--- src/rtl/fw_pkg.sv ---
package fw_pkg;
  typedef enum logic [3:0] {
    ST_IDLE, ST_ENTRY, ST_LDEC, ST_QH0, ST_QH1, ST_QDEC,
    ST_TD0, ST_TD1, ST_EXEC, ST_TDWB, ST_POST, ST_QHWB
  } walk_st_e;

  localparam logic [1:0] RES_ADVANCE = 2'd0;
  localparam logic [1:0] RES_ABORT   = 2'd2;

  localparam int PTR_TERM  = 0;
  localparam int PTR_QUEUE = 1;
  localparam int PTR_DEPTH = 2;
endpackage

--- src/rtl/fw_frame_ctr.sv ---
module fw_frame_ctr #(
  parameter int FN_W  = 11,
  parameter int IRQ_W = 2
) (
  input  logic             clk,
  input  logic             rst_n,
  input  logic             tick_i,
  input  logic             run_i,
  input  logic             busy_i,
  input  logic             irq_vld_i,
  input  logic [IRQ_W-1:0] irq_i,
  output logic [FN_W-1:0]  frame_o,
  output logic             halted_o,
  output logic             post_o,
  output logic [IRQ_W-1:0] post_bits_o,
  output logic             start_o
);
  logic             idle;
  logic             accept;
  logic [FN_W-1:0]  frame_n;
  logic             halted_n, post_n, start_n;
  logic [IRQ_W-1:0] bits_n, acc_q, acc_n;

  assign idle   = ~busy_i & ~start_o;
  assign accept = tick_i & run_i & idle;

  always_comb begin
    frame_n  = frame_o;
    halted_n = halted_o;
    post_n   = 1'b0;
    bits_n   = post_bits_o;
    acc_n    = acc_q;
    start_n  = accept;
    if (irq_vld_i) acc_n = acc_q | irq_i;
    if (accept) begin
      frame_n  = frame_o + 1'b1;
      halted_n = 1'b0;
      post_n   = |acc_q;
      bits_n   = acc_q;
      acc_n    = '0;
    end else if (tick_i && !run_i && idle) begin
      halted_n = 1'b1;
    end
  end

  always_ff @(posedge clk or negedge rst_n) begin
    if (!rst_n) begin
      frame_o     <= '0;
      halted_o    <= 1'b1;
      post_o      <= 1'b0;
      post_bits_o <= '0;
      acc_q       <= '0;
      start_o     <= 1'b0;
    end else begin
      frame_o     <= frame_n;
      halted_o    <= halted_n;
      post_o      <= post_n;
      post_bits_o <= bits_n;
      acc_q       <= acc_n;
      start_o     <= start_n;
    end
  end


  halt_on_stop_chk: assert property (@(posedge clk) disable iff (!rst_n)
    (tick_i && !run_i && !busy_i && !start_o) |=> halted_o);

  post_nonzero_chk: assert property (@(posedge clk) disable iff (!rst_n)
    post_o |-> (post_bits_o != '0));

  busy_tick_ignored_chk: assert property (@(posedge clk) disable iff (!rst_n)
    busy_i |=> $stable(frame_o));
endmodule

--- src/rtl/fw_visit_budget.sv ---
module fw_visit_budget #(
  parameter int MAX_VISITS = 100
) (
  input  logic clk,
  input  logic rst_n,
  input  logic clr_i,
  input  logic inc_i,
  output logic exhausted_o
);
  localparam int VC_W = $clog2(MAX_VISITS + 1);
  localparam logic [VC_W-1:0] LIMIT = VC_W'(MAX_VISITS);

  logic [VC_W-1:0] cnt_q, cnt_n;

  always_comb begin
    cnt_n = cnt_q;
    if (clr_i)      cnt_n = '0;
    else if (inc_i) cnt_n = cnt_q + 1'b1;
  end

  always_ff @(posedge clk or negedge rst_n) begin
    if (!rst_n) cnt_q <= '0;
    else        cnt_q <= cnt_n;
  end

  assign exhausted_o = (cnt_q >= LIMIT);


  budget_no_overrun_chk: assert property (@(posedge clk) disable iff (!rst_n)
    inc_i |-> !exhausted_o);
endmodule

--- src/rtl/frame_walker.sv ---
module frame_walker
  import fw_pkg::*;
#(
  parameter int AW         = 32,
  parameter int FN_W       = 11,
  parameter int LIST_IDX_W = 10,
  parameter int IRQ_W      = 2,
  parameter int MAX_VISITS = 100
) (
  input  logic                      clk,
  input  logic                      rst_n,
  input  logic                      frame_tick_i,
  input  logic                      run_i,
  input  logic [AW-LIST_IDX_W-3:0]  list_page_i,
  output logic [FN_W-1:0]           frame_num_o,
  output logic                      halted_o,
  output logic                      int_post_o,
  output logic [IRQ_W-1:0]          int_bits_o,
  output logic                      busy_o,
  output logic                      mem_req_o,
  output logic                      mem_we_o,
  output logic [AW-1:0]             mem_addr_o,
  output logic [31:0]               mem_wdata_o,
  input  logic                      mem_ack_i,
  input  logic [31:0]               mem_rdata_i,
  output logic                      exec_req_o,
  output logic [AW-1:0]             exec_addr_o,
  output logic [31:0]               exec_ctrl_o,
  input  logic                      exec_done_i,
  input  logic [1:0]                exec_result_i,
  input  logic [31:0]               exec_ctrl_i,
  input  logic [IRQ_W-1:0]          exec_irq_i
);
  localparam logic [AW-1:0] PTR_MASK = {{(AW-4){1'b1}}, 4'b0000};
  localparam logic [AW-1:0] WORD1    = AW'(4);

  walk_st_e    st_q, st_n;
  logic [31:0] link_q, link_n, horiz_q, horiz_n, elem_q, elem_n;
  logic [31:0] tdlink_q, tdlink_n, ctrl_q, ctrl_n, ctrl_new_q, ctrl_new_n;
  logic [AW-1:0] qh_q, qh_n, td_q, td_n;
  logic [1:0]  res_q, res_n;
  logic        inq_q, inq_n;
  logic        start, exhausted, visit_inc;

  fw_frame_ctr #(.FN_W(FN_W), .IRQ_W(IRQ_W)) u_frame (
    .clk, .rst_n, .tick_i(frame_tick_i), .run_i, .busy_i(busy_o),
    .irq_vld_i(st_q == ST_EXEC && exec_done_i), .irq_i(exec_irq_i),
    .frame_o(frame_num_o), .halted_o, .post_o(int_post_o),
    .post_bits_o(int_bits_o), .start_o(start));

  fw_visit_budget #(.MAX_VISITS(MAX_VISITS)) u_budget (
    .clk, .rst_n, .clr_i(start), .inc_i(visit_inc), .exhausted_o(exhausted));

  always_comb begin
    st_n = st_q; link_n = link_q; horiz_n = horiz_q; elem_n = elem_q;
    tdlink_n = tdlink_q; ctrl_n = ctrl_q; ctrl_new_n = ctrl_new_q;
    qh_n = qh_q; td_n = td_q; res_n = res_q; inq_n = inq_q;
    visit_inc = 1'b0;
    unique case (st_q)
      ST_IDLE:  if (start) st_n = ST_ENTRY;
      ST_ENTRY: if (mem_ack_i) begin link_n = mem_rdata_i; st_n = ST_LDEC; end
      ST_LDEC: begin
        if (link_q[PTR_TERM] || exhausted) st_n = ST_IDLE;
        else if (link_q[PTR_QUEUE]) begin
          qh_n = AW'(link_q) & PTR_MASK; visit_inc = 1'b1; st_n = ST_QH0;
        end else begin
          td_n = AW'(link_q) & PTR_MASK; inq_n = 1'b0; visit_inc = 1'b1; st_n = ST_TD0;
        end
      end
      ST_QH0: if (mem_ack_i) begin horiz_n = mem_rdata_i; st_n = ST_QH1; end
      ST_QH1: if (mem_ack_i) begin elem_n = mem_rdata_i; st_n = ST_QDEC; end
      ST_QDEC: begin
        if (elem_q[PTR_TERM])       begin link_n = horiz_q; st_n = ST_LDEC; end
        else if (elem_q[PTR_QUEUE]) begin link_n = elem_q;  st_n = ST_LDEC; end
        else if (exhausted)         st_n = ST_IDLE;
        else begin
          td_n = AW'(elem_q) & PTR_MASK; inq_n = 1'b1; visit_inc = 1'b1; st_n = ST_TD0;
        end
      end
      ST_TD0: if (mem_ack_i) begin tdlink_n = mem_rdata_i; st_n = ST_TD1; end
      ST_TD1: if (mem_ack_i) begin ctrl_n = mem_rdata_i; st_n = ST_EXEC; end
      ST_EXEC: if (exec_done_i) begin
        ctrl_new_n = exec_ctrl_i;
        res_n      = exec_result_i;
        st_n       = (exec_ctrl_i != ctrl_q) ? ST_TDWB : ST_POST;
      end
      ST_TDWB: if (mem_ack_i) st_n = ST_POST;
      ST_POST: begin
        if (res_q == RES_ABORT) st_n = ST_IDLE;
        else if (inq_q && res_q == RES_ADVANCE) begin elem_n = tdlink_q; st_n = ST_QHWB; end
        else if (inq_q) begin link_n = horiz_q;  st_n = ST_LDEC; end
        else            begin link_n = tdlink_q; st_n = ST_LDEC; end
      end
      ST_QHWB: if (mem_ack_i) begin
        if (elem_q[PTR_DEPTH]) st_n = ST_QDEC;
        else begin link_n = horiz_q; st_n = ST_LDEC; end
      end
      default: st_n = ST_IDLE;
    endcase
  end

  always_ff @(posedge clk or negedge rst_n) begin
    if (!rst_n) begin
      st_q <= ST_IDLE; link_q <= '0; horiz_q <= '0; elem_q <= '0;
      tdlink_q <= '0; ctrl_q <= '0; ctrl_new_q <= '0;
      qh_q <= '0; td_q <= '0; res_q <= '0; inq_q <= 1'b0;
    end else begin
      st_q <= st_n; link_q <= link_n; horiz_q <= horiz_n; elem_q <= elem_n;
      tdlink_q <= tdlink_n; ctrl_q <= ctrl_n; ctrl_new_q <= ctrl_new_n;
      qh_q <= qh_n; td_q <= td_n; res_q <= res_n; inq_q <= inq_n;
    end
  end

  always_comb begin
    mem_req_o   = 1'b1;
    mem_we_o    = 1'b0;
    mem_addr_o  = '0;
    mem_wdata_o = '0;
    unique case (st_q)
      ST_ENTRY: mem_addr_o = {list_page_i, frame_num_o[LIST_IDX_W-1:0], 2'b00};
      ST_QH0:   mem_addr_o = qh_q;
      ST_QH1:   mem_addr_o = qh_q + WORD1;
      ST_TD0:   mem_addr_o = td_q;
      ST_TD1:   mem_addr_o = td_q + WORD1;
      ST_TDWB:  begin mem_we_o = 1'b1; mem_addr_o = td_q + WORD1; mem_wdata_o = ctrl_new_q; end
      ST_QHWB:  begin mem_we_o = 1'b1; mem_addr_o = qh_q + WORD1; mem_wdata_o = elem_q; end
      default:  mem_req_o = 1'b0;
    endcase
  end

  assign exec_req_o  = (st_q == ST_EXEC);
  assign exec_addr_o = td_q;
  assign exec_ctrl_o = ctrl_q;
  assign busy_o      = (st_q != ST_IDLE);


  mem_hold_chk: assert property (@(posedge clk) disable iff (!rst_n)
    (mem_req_o && !mem_ack_i) |=> (mem_req_o && $stable(mem_addr_o) && $stable(mem_we_o)));

  exec_hold_chk: assert property (@(posedge clk) disable iff (!rst_n)
    (exec_req_o && !exec_done_i) |=> (exec_req_o && $stable(exec_addr_o)));

  walk_starts_read_chk: assert property (@(posedge clk) disable iff (!rst_n)
    start |=> (mem_req_o && !mem_we_o));
endmodule

--- config.mk ---
export PLATFORM = sky130hd
export DESIGN_NAME = frame_walker
export DESIGN_NICKNAME = d
export VERILOG_FILES = /design/src/rtl/fw_pkg.sv /design/src/rtl/fw_frame_ctr.sv /design/src/rtl/fw_visit_budget.sv /design/src/rtl/frame_walker.sv
export SDC_FILE = /design/constraint.sdc
export NUM_CORES = 1
export LEC_CHECK = 0
export ABC_CLOCK_PERIOD_IN_PS = 2500
export BUFFER_PORTS_ARGS = -buffer_cell sky130_fd_sc_hd__buf_2
export CORE_MARGIN = 10
export CORE_UTILIZATION = 56
export CTS_CLUSTER_DIAMETER = 200
export DETAILED_ROUTE_END_ITERATION = 12
export GPL_ROUTABILITY_DRIVEN = 0
export PLACE_DENSITY = 0.81
export SLEW_MARGIN = 15
export SYNTH_ARGS = -nofsm -noshare
export SYNTH_HDL_FRONTEND = slang
export SYNTH_SLANG_ARGS = --single-unit
--- constraint.sdc ---
create_clock -name clk -period 2.5 [get_ports clk]
set_input_delay 0.125 -clock clk [delete_from_list [all_inputs] [get_ports clk]]
set_output_delay 0.125 -clock clk [all_outputs]
set_load 0.005 [all_outputs]
==> reports/results.tsv <==
stage	metric	value	unit
run_status	status	finished clean	
placement	post-DP HPWL	27200	um
power_and_ir_drop	Tot Pwr	18.9	mW
route	1st-iter DRT viols	1281	
power_and_ir_drop	VDD IR-drop max	744	uV
timing	TNS Setup	0	ps
clock_network	Clock Latency Late Sink	540	ps
critical_path	CP Max Fanout	6	
clock_network	TritonCTS clock tree	built	
critical_path	CP required	2380	ps
clock_network	H-tree depth	1	
timing	Fmax	407	MHz
die	Top Ports	241	
clock_network	CTS Buffer Depth	3	
die	row cnt	55	
logic_synthesis	most common cell in the netlist	dfrtp_1	
timing	measured slew at the worst slew-check pin	653	ps
logic_synthesis	Most used DFF post-synth	dfrtp_1	
cells_and_area	share of cells above drive strength 1	0.349	
logic_synthesis	Synth top cells by count	dfrtp_1 (275), mux2_2 (138), nand2_1 (96)	
clock_network	TritonCTS Buffers	29	
timing	final hold viol count	0	
timing	Hold Slack	45.6	ps
timing	Final Max Tran Viols	0	
global_route	vias in the first global route	10900	
timing	setup repair after global routing missed its margin	true	
power_and_ir_drop	PwrDens	1130	mW/mm^2
clock_network	Clock transition at path regs	60	ps
logic_synthesis	ys async rst share	1.00	
power_and_ir_drop	P_leak	8.45	nW
global_route	All-Layer GR Usage	0.268	
logic_synthesis	fraction of the yosys area taken by sequential cells	0.529	
logic_synthesis	Post-synth EDFFs	0	
route	# DRC	0	
global_route	total gr overflow	0	
logic_synthesis	post-synth top area cell	dfrtp_1	
logic_synthesis	Cells after Synth	1091	
logic_synthesis	Yosys warning count	0	
route	Initial DRT Pass Iterations	6	
route	routed wire length per instance	24.1	um
cells_and_area	number of nets in the layout	1496	
die	Initial Util	0.573	
logic_synthesis	Avg Cell Area, Syn	12.0	sq um
die	die footprint	0.0298	sq mm
die	Die H	173	um
global_route	first-pass GRT wire length	64900	um
critical_path	Startpoint Class	flop	
worst_hold_path	worst min path class	primary input to flop	
global_route	initial antenna violation count	1	
timing	Max-slew headroom	0.565	
logic_synthesis	share of Yosys cell area claimed by the top area cell type	0.527	
placement	placed cell area	0.0148	sq mm
clock_network	# clock sinks	276	
logic_synthesis	synthesized flop and latch total	276	
die	Die X-Extent	173	um
route	routed wire length	41900	um
cells_and_area	Final Cell Area	0.0167	sq mm
critical_path	Worst Path Arrival	2330	ps
timing	Worst Skew	9.40	ps
logic_synthesis	Mapped Area	0.0131	sq mm
critical_path	critical path class	flop to output pin	
timing	Period Utilization, post-route	0.983	
route	Routed Antenna Nets	0	
cells_and_area	filler instances	1464	
cells_and_area	Core Util, Final	0.735	
timing	Setup violations, final	0	
route	vias	10700	
logic_synthesis	Synth area leaders	dfrtp_1 (53%), mux2_2 (12%), a221o_1 (4.3%)	
cells_and_area	area grow syn2layout	28.3	%
logic_synthesis	synth unique cells	61	
die	Core Footprint	0.0228	sq mm
global_route	largest net degree at the start of global routing	70	
clock_network	Clock Tree Root	clkbuf_16	
run	max_cap viols	0	
placement	PortBufs	234	
critical_path	CP endpoint kind	output pin	
timing	min cycle time layout	2460	ps
route	vias per cell	6.14	
## worst max-delay path: stages, from the launching register on
cell and delay [ps]:
dfrtp_2 420, buf_6 130, nor2b_4 120, buf_6 120, a21o_4 230, buf_12 150, a222oi_1 390, inv_1 80
buf_2 140
## final timing paths
path,startpoint,end,slack (ps),cells after the start
max in group asynchronous,rst_n,u_frame.halted_o$_DFFE_PN1P_,1620,3
min in group asynchronous,rst_n,elem_q[3]$_DFFE_PN0P_,140,2
worst max register to register,st_q[0]$_DFFE_PN0P_,elem_q[26]$_DFFE_PN0P_,170,7
worst min register to register,u_frame.frame_o[10]$_DFFE_PN0P_,u_frame.frame_o[10]$_DFFE_PN0P_,470,1
worst max-delay path,st_q[2]$_DFFE_PN0P_,mem_addr_o[5],40,8
worst min-delay path,exec_done_i,st_q[0]$_DFFE_PN0P_,50,3
## per-layer routing
| metal | GRT usage | wire, um | vias to the layer above |
|---|---|---|---|
| met4 | 0.0737 | 1030 | 0 |
| met1 | 0.368 | 17200 | 5365 |
| li1 | - | - | 4618 |
| met3 | 0.0586 | 3880 | 81 |
| met2 | 0.423 | 19700 | 591 |
| met5 | 0 | 0 | - |
## cell families after synthesis
kind of cell	after synthesis	synth area share
flip-flops	276	0.529
AO/OA/AOI/OAI	220	0.141
multiplexers	215	0.182
AND/OR/NAND/NOR	205	0.0724
buffers and inverters	124	0.0405
XOR/XNOR	47	0.0315
adder cells (fa/ha/maj)	3	0.00288
other	1	0.000287
## cell usage in the layout (no fill, tap or decap), types with 38 or more instances in the layout
cell / synthesis / final
dfrtp_1: 275 / 271
buf_2: 21 / 233
mux2_2: 138 / 138
nand2_1: 96 / 95
dlygate4sd3_1: 0 / 73
a22o_1: 61 / 61
a221o_1: 56 / 56
nor2_1: 55 / 51
mux2_1: 43 / 43
xor2_1: 40 / 40
inv_1: 38 / 38
## through the flow
step,cells,setup WS (ps)
after global routing,1735,-58.3
after detailed placement,1599,276
after global placement,1599,317
after floorplan,1096,341
after CTS,1728,-10.6
final,1736,42.6
## sequential cells by signal, indices dropped and copies added (netlist names)
signal,count
u_budget.cnt_q,7
horiz_q,30
u_frame.post_bits_o,2
elem_q,32
tdlink_q,32
u_frame.frame_o,11
u_frame.halted_o,1
exec_ctrl_o,32
u_frame.post_o,1
exec_addr_o,28
res_q,2
ctrl_new_q,32
u_frame.acc_q,2
link_q,30
inq_q,1
u_frame.start_o,1
st_q,4
qh_q,28
## report_power, final
part,total [mW],switching [mW],internal (mW),leakage [nW]
combinational,5.96,2.85,3.11,4.41
sequential,8.31,1.92,6.39,3.53
clock,4.62,1.75,2.87,0.506
total,18.9,6.52,12.4,8.45
## area by class of cell
| cell class | count | area, sq um | share of cell area |
|---|---|---|---|
| Inverter | 39 | 146 | 0.00874 |
| Clock buffer | 48 | 907 | 0.0542 |
| Timing Repair Buffer | 357 | 2510 | 0.150 |
| Antenna cell | 2 | 5.00 | 0.000299 |
| Tap cell | 313 | 392 | 0.0234 |
| Sequential cell | 276 | 6910 | 0.413 |
| Multi-Input combinational cell | 696 | 5750 | 0.343 |
| Clock inverter | 5 | 125 | 0.00747 |
## what timing repair did
action	in CTS	in global routing
pin swaps	1	3
hold buffers	73	0
resized for setup	8	8
gates cloned	0	2
buffers inserted	3	4
endpoints found under the setup margin	60	16
hold endpoints to repair	225	0
Power figures use the tool's default switching activity.
